==> src/rtl/srx_pkg.sv <==
package srx_pkg;

    localparam int DATA_W  = 8;
    localparam int ENTRY_W = DATA_W + 4;

    typedef enum logic [2:0] {
        S_IDLE,
        S_START,
        S_DATA,
        S_NINTH,
        S_STOP,
        S_BRKWAIT
    } rx_state_e;

    // Raw result of one deserialized character
    typedef struct packed {
        logic [DATA_W-1:0] data;
        logic              ninth;
        logic              stop_ok;
        logic              any_one;
    } raw_frame_t;

    // Queue entry, MSB first: ovr, brk, par_addr, frm, data
    typedef struct packed {
        logic              ovr;
        logic              brk;
        logic              par_addr;
        logic              frm;
        logic [DATA_W-1:0] data;
    } rx_entry_t;

    function automatic logic [3:0] data_len(input logic [1:0] code);
        return 4'd5 + {2'b00, code};
    endfunction

    function automatic logic parity_flag(input logic [DATA_W-1:0] d,
                                         input logic ninth,
                                         input logic odd);
        return ninth != ((^d) ^ odd);
    endfunction

endpackage

==> src/rtl/srx_sampler.sv <==
module srx_sampler
    import srx_pkg::*;
#(
    parameter int OSR         = 16,
    parameter int SYNC_STAGES = 2
) (
    input  logic       clk,
    input  logic       rst,
    input  logic       rx_line,
    input  logic       os_tick,
    input  logic [1:0] cfg_data_bits,
    input  logic       cfg_two_stop,
    input  logic       cfg_has_ninth,
    output logic       frame_valid,
    output raw_frame_t frame
);
    localparam int CNT_W = $clog2(OSR);
    localparam logic [CNT_W-1:0] MID  = CNT_W'(OSR / 2 - 1);
    localparam logic [CNT_W-1:0] LAST = CNT_W'(OSR - 1);

    logic [SYNC_STAGES-1:0] sync_q;
    logic                   rx_s;
    rx_state_e              state;
    logic [CNT_W-1:0]       cnt;
    logic [2:0]             bit_idx;
    logic                   stop_idx;
    logic [DATA_W-1:0]      data_q;
    logic                   ninth_q;
    logic                   stop_ok_q;
    logic                   any_one_q;
    logic [3:0]             nbits;

    assign nbits = data_len(cfg_data_bits);
    assign rx_s  = sync_q[SYNC_STAGES-1];

    always_ff @(posedge clk) begin
        if (rst) sync_q <= '1;
        else     sync_q <= {sync_q[SYNC_STAGES-2:0], rx_line};
    end

    always_ff @(posedge clk) begin
        if (rst) begin
            state       <= S_IDLE;
            cnt         <= '0;
            bit_idx     <= '0;
            stop_idx    <= 1'b0;
            data_q      <= '0;
            ninth_q     <= 1'b0;
            stop_ok_q   <= 1'b1;
            any_one_q   <= 1'b0;
            frame_valid <= 1'b0;
        end else begin
            frame_valid <= 1'b0;
            case (state)
                S_IDLE: begin
                    if (os_tick && !rx_s) begin
                        state <= S_START;
                        cnt   <= '0;
                    end
                end
                S_START: begin
                    if (os_tick) begin
                        if (cnt == MID) begin
                            if (rx_s) begin
                                state <= S_IDLE;
                            end else begin
                                state     <= S_DATA;
                                cnt       <= '0;
                                bit_idx   <= '0;
                                data_q    <= '0;
                                ninth_q   <= 1'b0;
                                stop_ok_q <= 1'b1;
                                any_one_q <= 1'b0;
                            end
                        end else begin
                            cnt <= cnt + 1'b1;
                        end
                    end
                end
                S_DATA: begin
                    if (os_tick) begin
                        if (cnt == LAST) begin
                            cnt             <= '0;
                            data_q[bit_idx] <= rx_s;
                            any_one_q       <= any_one_q | rx_s;
                            if ({1'b0, bit_idx} == nbits - 4'd1) begin
                                state    <= cfg_has_ninth ? S_NINTH : S_STOP;
                                stop_idx <= 1'b0;
                            end else begin
                                bit_idx <= bit_idx + 1'b1;
                            end
                        end else begin
                            cnt <= cnt + 1'b1;
                        end
                    end
                end
                S_NINTH: begin
                    if (os_tick) begin
                        if (cnt == LAST) begin
                            cnt       <= '0;
                            ninth_q   <= rx_s;
                            any_one_q <= any_one_q | rx_s;
                            state     <= S_STOP;
                        end else begin
                            cnt <= cnt + 1'b1;
                        end
                    end
                end
                S_STOP: begin
                    if (os_tick) begin
                        if (cnt == LAST) begin
                            cnt       <= '0;
                            stop_ok_q <= stop_ok_q & rx_s;
                            any_one_q <= any_one_q | rx_s;
                            if (stop_idx || !cfg_two_stop) begin
                                frame_valid <= 1'b1;
                                state <= (any_one_q | rx_s) ? S_IDLE : S_BRKWAIT;
                            end else begin
                                stop_idx <= 1'b1;
                            end
                        end else begin
                            cnt <= cnt + 1'b1;
                        end
                    end
                end
                S_BRKWAIT: begin
                    if (rx_s) state <= S_IDLE;
                end
                default: state <= S_IDLE;
            endcase
        end
    end

    assign frame = '{data: data_q, ninth: ninth_q, stop_ok: stop_ok_q, any_one: any_one_q};

endmodule

==> src/rtl/srx_classify.sv <==
module srx_classify
    import srx_pkg::*;
(
    input  raw_frame_t frame,
    input  logic       cfg_par_en,
    input  logic       cfg_par_odd,
    input  logic       cfg_nine_bit,
    output rx_entry_t  entry
);
    always_comb begin
        entry.data = frame.data;
        entry.frm  = !frame.stop_ok;
        entry.brk  = !frame.any_one;
        entry.ovr  = 1'b0;
        if (cfg_nine_bit)
            entry.par_addr = frame.ninth;
        else if (cfg_par_en)
            entry.par_addr = parity_flag(frame.data, frame.ninth, cfg_par_odd);
        else
            entry.par_addr = 1'b0;
    end
endmodule

==> src/rtl/srx_fifo.sv <==
module srx_fifo #(
    parameter int DEPTH = 16,
    parameter int WIDTH = 12
) (
    input  logic             clk,
    input  logic             rst,
    input  logic             push,
    input  logic [WIDTH-1:0] din,
    input  logic             pop,
    output logic [WIDTH-1:0] dout,
    output logic             empty,
    output logic             full
);
    localparam int AW = $clog2(DEPTH);
    localparam int CW = $clog2(DEPTH + 1);

    logic [WIDTH-1:0] mem [DEPTH];
    logic [AW-1:0]    wptr, rptr;
    logic [CW-1:0]    count;
    logic             pop_eff, push_eff;

    assign empty    = (count == '0);
    assign full     = (count == CW'(DEPTH));
    assign pop_eff  = pop && !empty;
    assign push_eff = push && (!full || pop_eff);
    assign dout     = mem[rptr];

    always_ff @(posedge clk) begin
        if (push_eff) mem[wptr] <= din;
    end

    always_ff @(posedge clk) begin
        if (rst) begin
            wptr  <= '0;
            rptr  <= '0;
            count <= '0;
        end else begin
            if (push_eff) wptr <= wptr + 1'b1;
            if (pop_eff)  rptr <= rptr + 1'b1;
            case ({push_eff, pop_eff})
                2'b10:   count <= count + 1'b1;
                2'b01:   count <= count - 1'b1;
                default: count <= count;
            endcase
        end
    end
endmodule

==> src/rtl/srx_ovr_track.sv <==
module srx_ovr_track (
    input  logic clk,
    input  logic rst,
    input  logic frame_valid,
    input  logic fifo_full,
    input  logic pop,
    input  logic ovr_clr,
    output logic store,
    output logic drop,
    output logic ovr_pend,
    output logic ovr_sticky
);
    assign store = frame_valid && (!fifo_full || pop);
    assign drop  = frame_valid && fifo_full && !pop;

    always_ff @(posedge clk) begin
        if (rst) begin
            ovr_pend   <= 1'b0;
            ovr_sticky <= 1'b0;
        end else begin
            if (drop)       ovr_pend <= 1'b1;
            else if (store) ovr_pend <= 1'b0;

            if (drop)         ovr_sticky <= 1'b1;
            else if (ovr_clr) ovr_sticky <= 1'b0;
        end
    end
endmodule

==> src/rtl/serial_rx_tagger.sv <==
module serial_rx_tagger
    import srx_pkg::*;
#(
    parameter int FIFO_DEPTH  = 16,
    parameter int OSR         = 16,
    parameter int SYNC_STAGES = 2
) (
    input  logic               clk,
    input  logic               rst,
    input  logic               rx_line,
    input  logic               os_tick,
    input  logic [1:0]         cfg_data_bits,
    input  logic               cfg_two_stop,
    input  logic               cfg_par_en,
    input  logic               cfg_par_odd,
    input  logic               cfg_nine_bit,
    input  logic               rd_pop,
    input  logic               ovr_clr,
    output logic [ENTRY_W-1:0] rd_data,
    output logic               rd_valid,
    output logic               fifo_full,
    output logic               ovr_sticky
);
    logic       frame_valid;
    raw_frame_t frame;
    rx_entry_t  ent_cls;
    rx_entry_t  ent_store;
    logic       store, drop, ovr_pend;
    logic       fifo_empty;
    logic       pop_eff;

    assign rd_valid = !fifo_empty;
    assign pop_eff  = rd_pop && !fifo_empty;

    srx_sampler #(.OSR(OSR), .SYNC_STAGES(SYNC_STAGES)) u_sampler (
        .clk           (clk),
        .rst           (rst),
        .rx_line       (rx_line),
        .os_tick       (os_tick),
        .cfg_data_bits (cfg_data_bits),
        .cfg_two_stop  (cfg_two_stop),
        .cfg_has_ninth (cfg_par_en | cfg_nine_bit),
        .frame_valid   (frame_valid),
        .frame         (frame)
    );

    srx_classify u_classify (
        .frame        (frame),
        .cfg_par_en   (cfg_par_en),
        .cfg_par_odd  (cfg_par_odd),
        .cfg_nine_bit (cfg_nine_bit),
        .entry        (ent_cls)
    );

    srx_ovr_track u_ovr (
        .clk         (clk),
        .rst         (rst),
        .frame_valid (frame_valid),
        .fifo_full   (fifo_full),
        .pop         (pop_eff),
        .ovr_clr     (ovr_clr),
        .store       (store),
        .drop        (drop),
        .ovr_pend    (ovr_pend),
        .ovr_sticky  (ovr_sticky)
    );

    always_comb begin
        ent_store     = ent_cls;
        ent_store.ovr = ovr_pend;
    end

    srx_fifo #(.DEPTH(FIFO_DEPTH), .WIDTH(ENTRY_W)) u_fifo (
        .clk   (clk),
        .rst   (rst),
        .push  (store),
        .din   (ent_store),
        .pop   (rd_pop),
        .dout  (rd_data),
        .empty (fifo_empty),
        .full  (fifo_full)
    );
endmodule

==> config.mk <==
export PLATFORM = sky130hd
export DESIGN_NAME = serial_rx_tagger
export DESIGN_NICKNAME = d
export VERILOG_FILES = /design/src/rtl/srx_pkg.sv /design/src/rtl/srx_sampler.sv /design/src/rtl/srx_classify.sv /design/src/rtl/srx_fifo.sv /design/src/rtl/srx_ovr_track.sv /design/src/rtl/serial_rx_tagger.sv
export SDC_FILE = /design/constraint.sdc
export NUM_CORES = 1
export LEC_CHECK = 0
export ABC_AREA = 0
export BUFFER_PORTS_ARGS = -buffer_cell sky130_fd_sc_hd__buf_2
export CORE_MARGIN = 1.5
export CORE_UTILIZATION = 29
export CTS_BUF_LIST = sky130_fd_sc_hd__clkbuf_16
export DETAILED_ROUTE_END_ITERATION = 10
export SLEW_MARGIN = 10
export SYNTH_ARGS = -nofsm -noshare
export SYNTH_HDL_FRONTEND = slang
export SYNTH_SLANG_ARGS = --single-unit
==> constraint.sdc <==
create_clock -name clk -period 3 [get_ports clk]
set_input_delay 0.6 -clock clk [delete_from_list [all_inputs] [get_ports clk]]
set_output_delay 0.6 -clock clk [all_outputs]
set_load 0.05 [all_outputs]
==> metrics.md <==
| Metric | Value |
|---|---|
| EDFF count, synth | 192 |
| Num rows | between 60 and 70 |
| I/O Pins | 27 |
| Internal cell power | about 5500 uW |
| Initial Util | 29.3% |
| Post-route antenna net violation count | 0 |
| Unrepaired setup endpoints after global routing | true |
| Max FO, Critical Path | 6 |
| Root Buffer | clkbuf_16 |
| Top cells by area, synth | edfxtp_1 59%, mux4_2 14%, dfxtp_1 9.0% |
| Routed WL | about 20000 um |
| First-pass GRT wire length | 31800 um |
| Detailed Place HPWL | 12300 um |
| Wire per inst | 18.3 um |
| Max VDD drop | 0.000455 V |
| Final worst-path cycle share | 100% |
| Die ar. | around 35000 um2 |
| Slew Viols, Final | 0 |
| Slew headroom | about half |
| Gate Count Post-Synth | roughly 590 |
| # clock sinks | approximately 240 |
| CTS Buf Count | 24 |
| Initial antenna violation count | 0 |
| Register area share after synthesis | just under 70% |
| Fin. Hold Viols | 0 |
| CTS tree | built |
| Most common cell in the netlist | edfxtp_1 |
| Worst path max stage delay | 540 ps |
| Crit path max-delay cell type | mux4_2 |
| Worst slew pin tran | 737 ps |
| Area Growth Syn to Fin | 19.5% |
| HP Class | input pin to flop |
| Nets | 675 |
| WHS | 272 ps |
| Htree depth | 1 |
| Mapped cell area | 9810 um2 |
| Grt total ovfl | 0 |
| Layout cells sized above 1 | 27.6% |
| Setup crit end kind | output pin |
| Via count | between 5000 and 6000 |
| Die X | around 190 um |
| Leak pwr | 0.00407 uW |
| Wire length on met2 | 9460 um |
| Drt pass-1 iters | 5 |
| GP Congestion | about 0.76 |
| # port buffers | 26 |
| CP cell instances | buf_12, buf_12, mux4_2, mux4_2, buf_8 |
| Warning count from the yosys run | 0 |
| Status | finished, violations left |
| Switching Fraction | 19.7% |
| Final Worst Setup Slack | -8.91 ps |
| Reg2reg setup slack | approximately 250 ps |
| Clk buf depth | 3 |
| Count of final setup violators | 1 |
| CP required | around 2400 ps |
| Synth area leader | edfxtp_1 |
| Reg power frac | 51.2% |
| Top sig layer | met4 |
| CTS Hold Buffers Added | 0 |
| Multi-input gate area | 2930 um2 |
| Reg area | 6650 um2 |
| Synthesized flop and latch total | 236 |
| Mapped Nets | between 600 and 700 |
| Clock Latency Late Sink | between 500 and 600 ps |
| Worst clock skew | 23.7 ps |
| Clk pin slew, worst setup/hold paths | 60 ps |
| Crit path kind | flop to output pin |
| P_sw | 1360 uW |
| Top_reg_cell synth | edfxtp_1 |
| Achievable frequency | between 300 and 400 MHz |
| Minimum clock period | 3010 ps |
| Cell Pwr Density | 587 nW/um2 |
| Failing checks | negative setup slack |
| Gate power share | around 1.9% |
| Share of the synthesized area in the top cell type | just under 60% |
| # fillers | 3144 |
| Worst Path Arrival | between 2000 and 2500 ps |
| Vias per cell | 4.70 |
| Die height | 187 um |
| Top post-synthesis cells by count | 192 x edfxtp_1, 59 x mux4_2, 44 x dfxtp_1, 42 x nor2_1, 29 x a21oi_1 |
| Diode count | 0 |
| Largest net degree at the start of global routing | 49 |
| Critical Path Start Type | flop |
| Netlist cell types | 60 |
| GRT Overall Usage | 11.9% |
| Post-synth ARST share | 0% |
| Core ar. | 33400 um2 |
| Syn avg cell area | roughly 17 um2 |
| Clock Power Share | 46.9% |
| Vias in the first global route | 5393 |
| Max-cap viol count | 0 |
| Total power | between 6000 and 7000 uW |
| DRT iter0 DRCs | 477 |
| WL met1 | ~9500 um |
| DRC viols | 0 |
| Met3 wire length | 999 um |
cells in the final DEF, fill, tap and decap left out, drive strengths merged, types with 10 or more instances in the layout:
cell	n
edfxtp	192
buf	70
mux4	60
dfxtp	44
nor2	42
a21oi	29
clkbuf	24
o21ai	23
nand2	20
inv	19
xor2	11
nand3	11
ha	11
nor3	11
clkinv	11
xnor2	10
path summary, 6_finish.rpt:
path	startpoint	endpoint	depth (start not counted)
setup / recovery	flop	rd_data[9]	5
setup reg to reg	u_fifo.count[1]	u_fifo.count[4]	11
hold / removal	rx_line	u_sampler.sync_q[0]	2
hold reg to reg	u_sampler.sync_q[0]	u_sampler.sync_q[1]	1
flip-flops by register name, summed over array words and instances, names as in the netlist, 2 cells and up, named ones only:
signal	flops
u_fifo.count	5
u_fifo.mem	192
u_fifo.rptr	4
u_fifo.wptr	4
u_sampler.bit_idx	3
u_sampler.cnt	4
u_sampler.data_q	8
u_sampler.state	3
u_sampler.sync_q	2
worst max-delay path, delay by kind of cell, from the launching register on:
family                 cells  cell delay, ps
flip-flops                 1             420
buffers and inverters      3             440
multiplexers               2            1030
through the flow:
| stage | TNS [ps] | cell area [um2] | setup WS, ps | util (%) | std cells |
|---|---|---|---|---|---|
| 3_3_place_gp | 0 | 10600 | 315 | 31.8 | 1066 |
| 2_1_floorplan | 0 | 9810 | 257 | - | 591 |
| 5_1_grt | -470 | 11700 | -80.3 | 35.0 | 1118 |
| 6_report | -8.91 | 11700 | -8.91 | 35.0 | 1118 |
| 3_5_place_dp | 0 | 10600 | 242 | 31.8 | 1066 |
| 4_1_cts | -88.7 | 11700 | -27.5 | 35.0 | 1118 |
layer usage:
layer	track usage (%)	up-vias
met3	1.97	29
met4	3.19	0
met2	18.9	129
li1	-	2442
met5	0	-
met1	16.8	2651
power groups by stage:
stage	clock network, uW	registers (uW)	logic [uW]
after floorplan	0	3580	114
after global placement	0	3600	128
after detailed placement	0	3600	128
after CTS	3290	3530	129
after global routing	3410	3530	149
final	3230	3530	128
logic make-up after synthesis:
| family | count (synthesis) | synth area share (%) |
|---|---|---|
| xor gates and xnor gates | 22 | 2.11 |
| DFF | 236 | 67.8 |
| and+or+nand+nor | 127 | 6.95 |
| buffers and inverters | 52 | 2.59 |
| adders and majority gates | 11 | 1.40 |
| AOI/OAI and AO/OA | 79 | 4.93 |
| muxes | 64 | 14.2 |
final cells by class:
cell class | instances | area share, %
Tap cell | 448 | 4.78
Sequential cell | 236 | 56.7
Clock inverter | 20 | 2.23
Multi-Input combinational cell | 303 | 25.0
Clock buffer | 24 | 5.12
Inverter | 17 | 0.544
Timing Repair Buffer | 70 | 5.62
timing repair:
item                       in CTS  in global routing
setup endpoints to repair      12                 12
gates resized for setup        27                  1
gates cloned                    2                  0
setup buffers                   6                  0
Note: power is estimated with default switching activity, not from simulation.
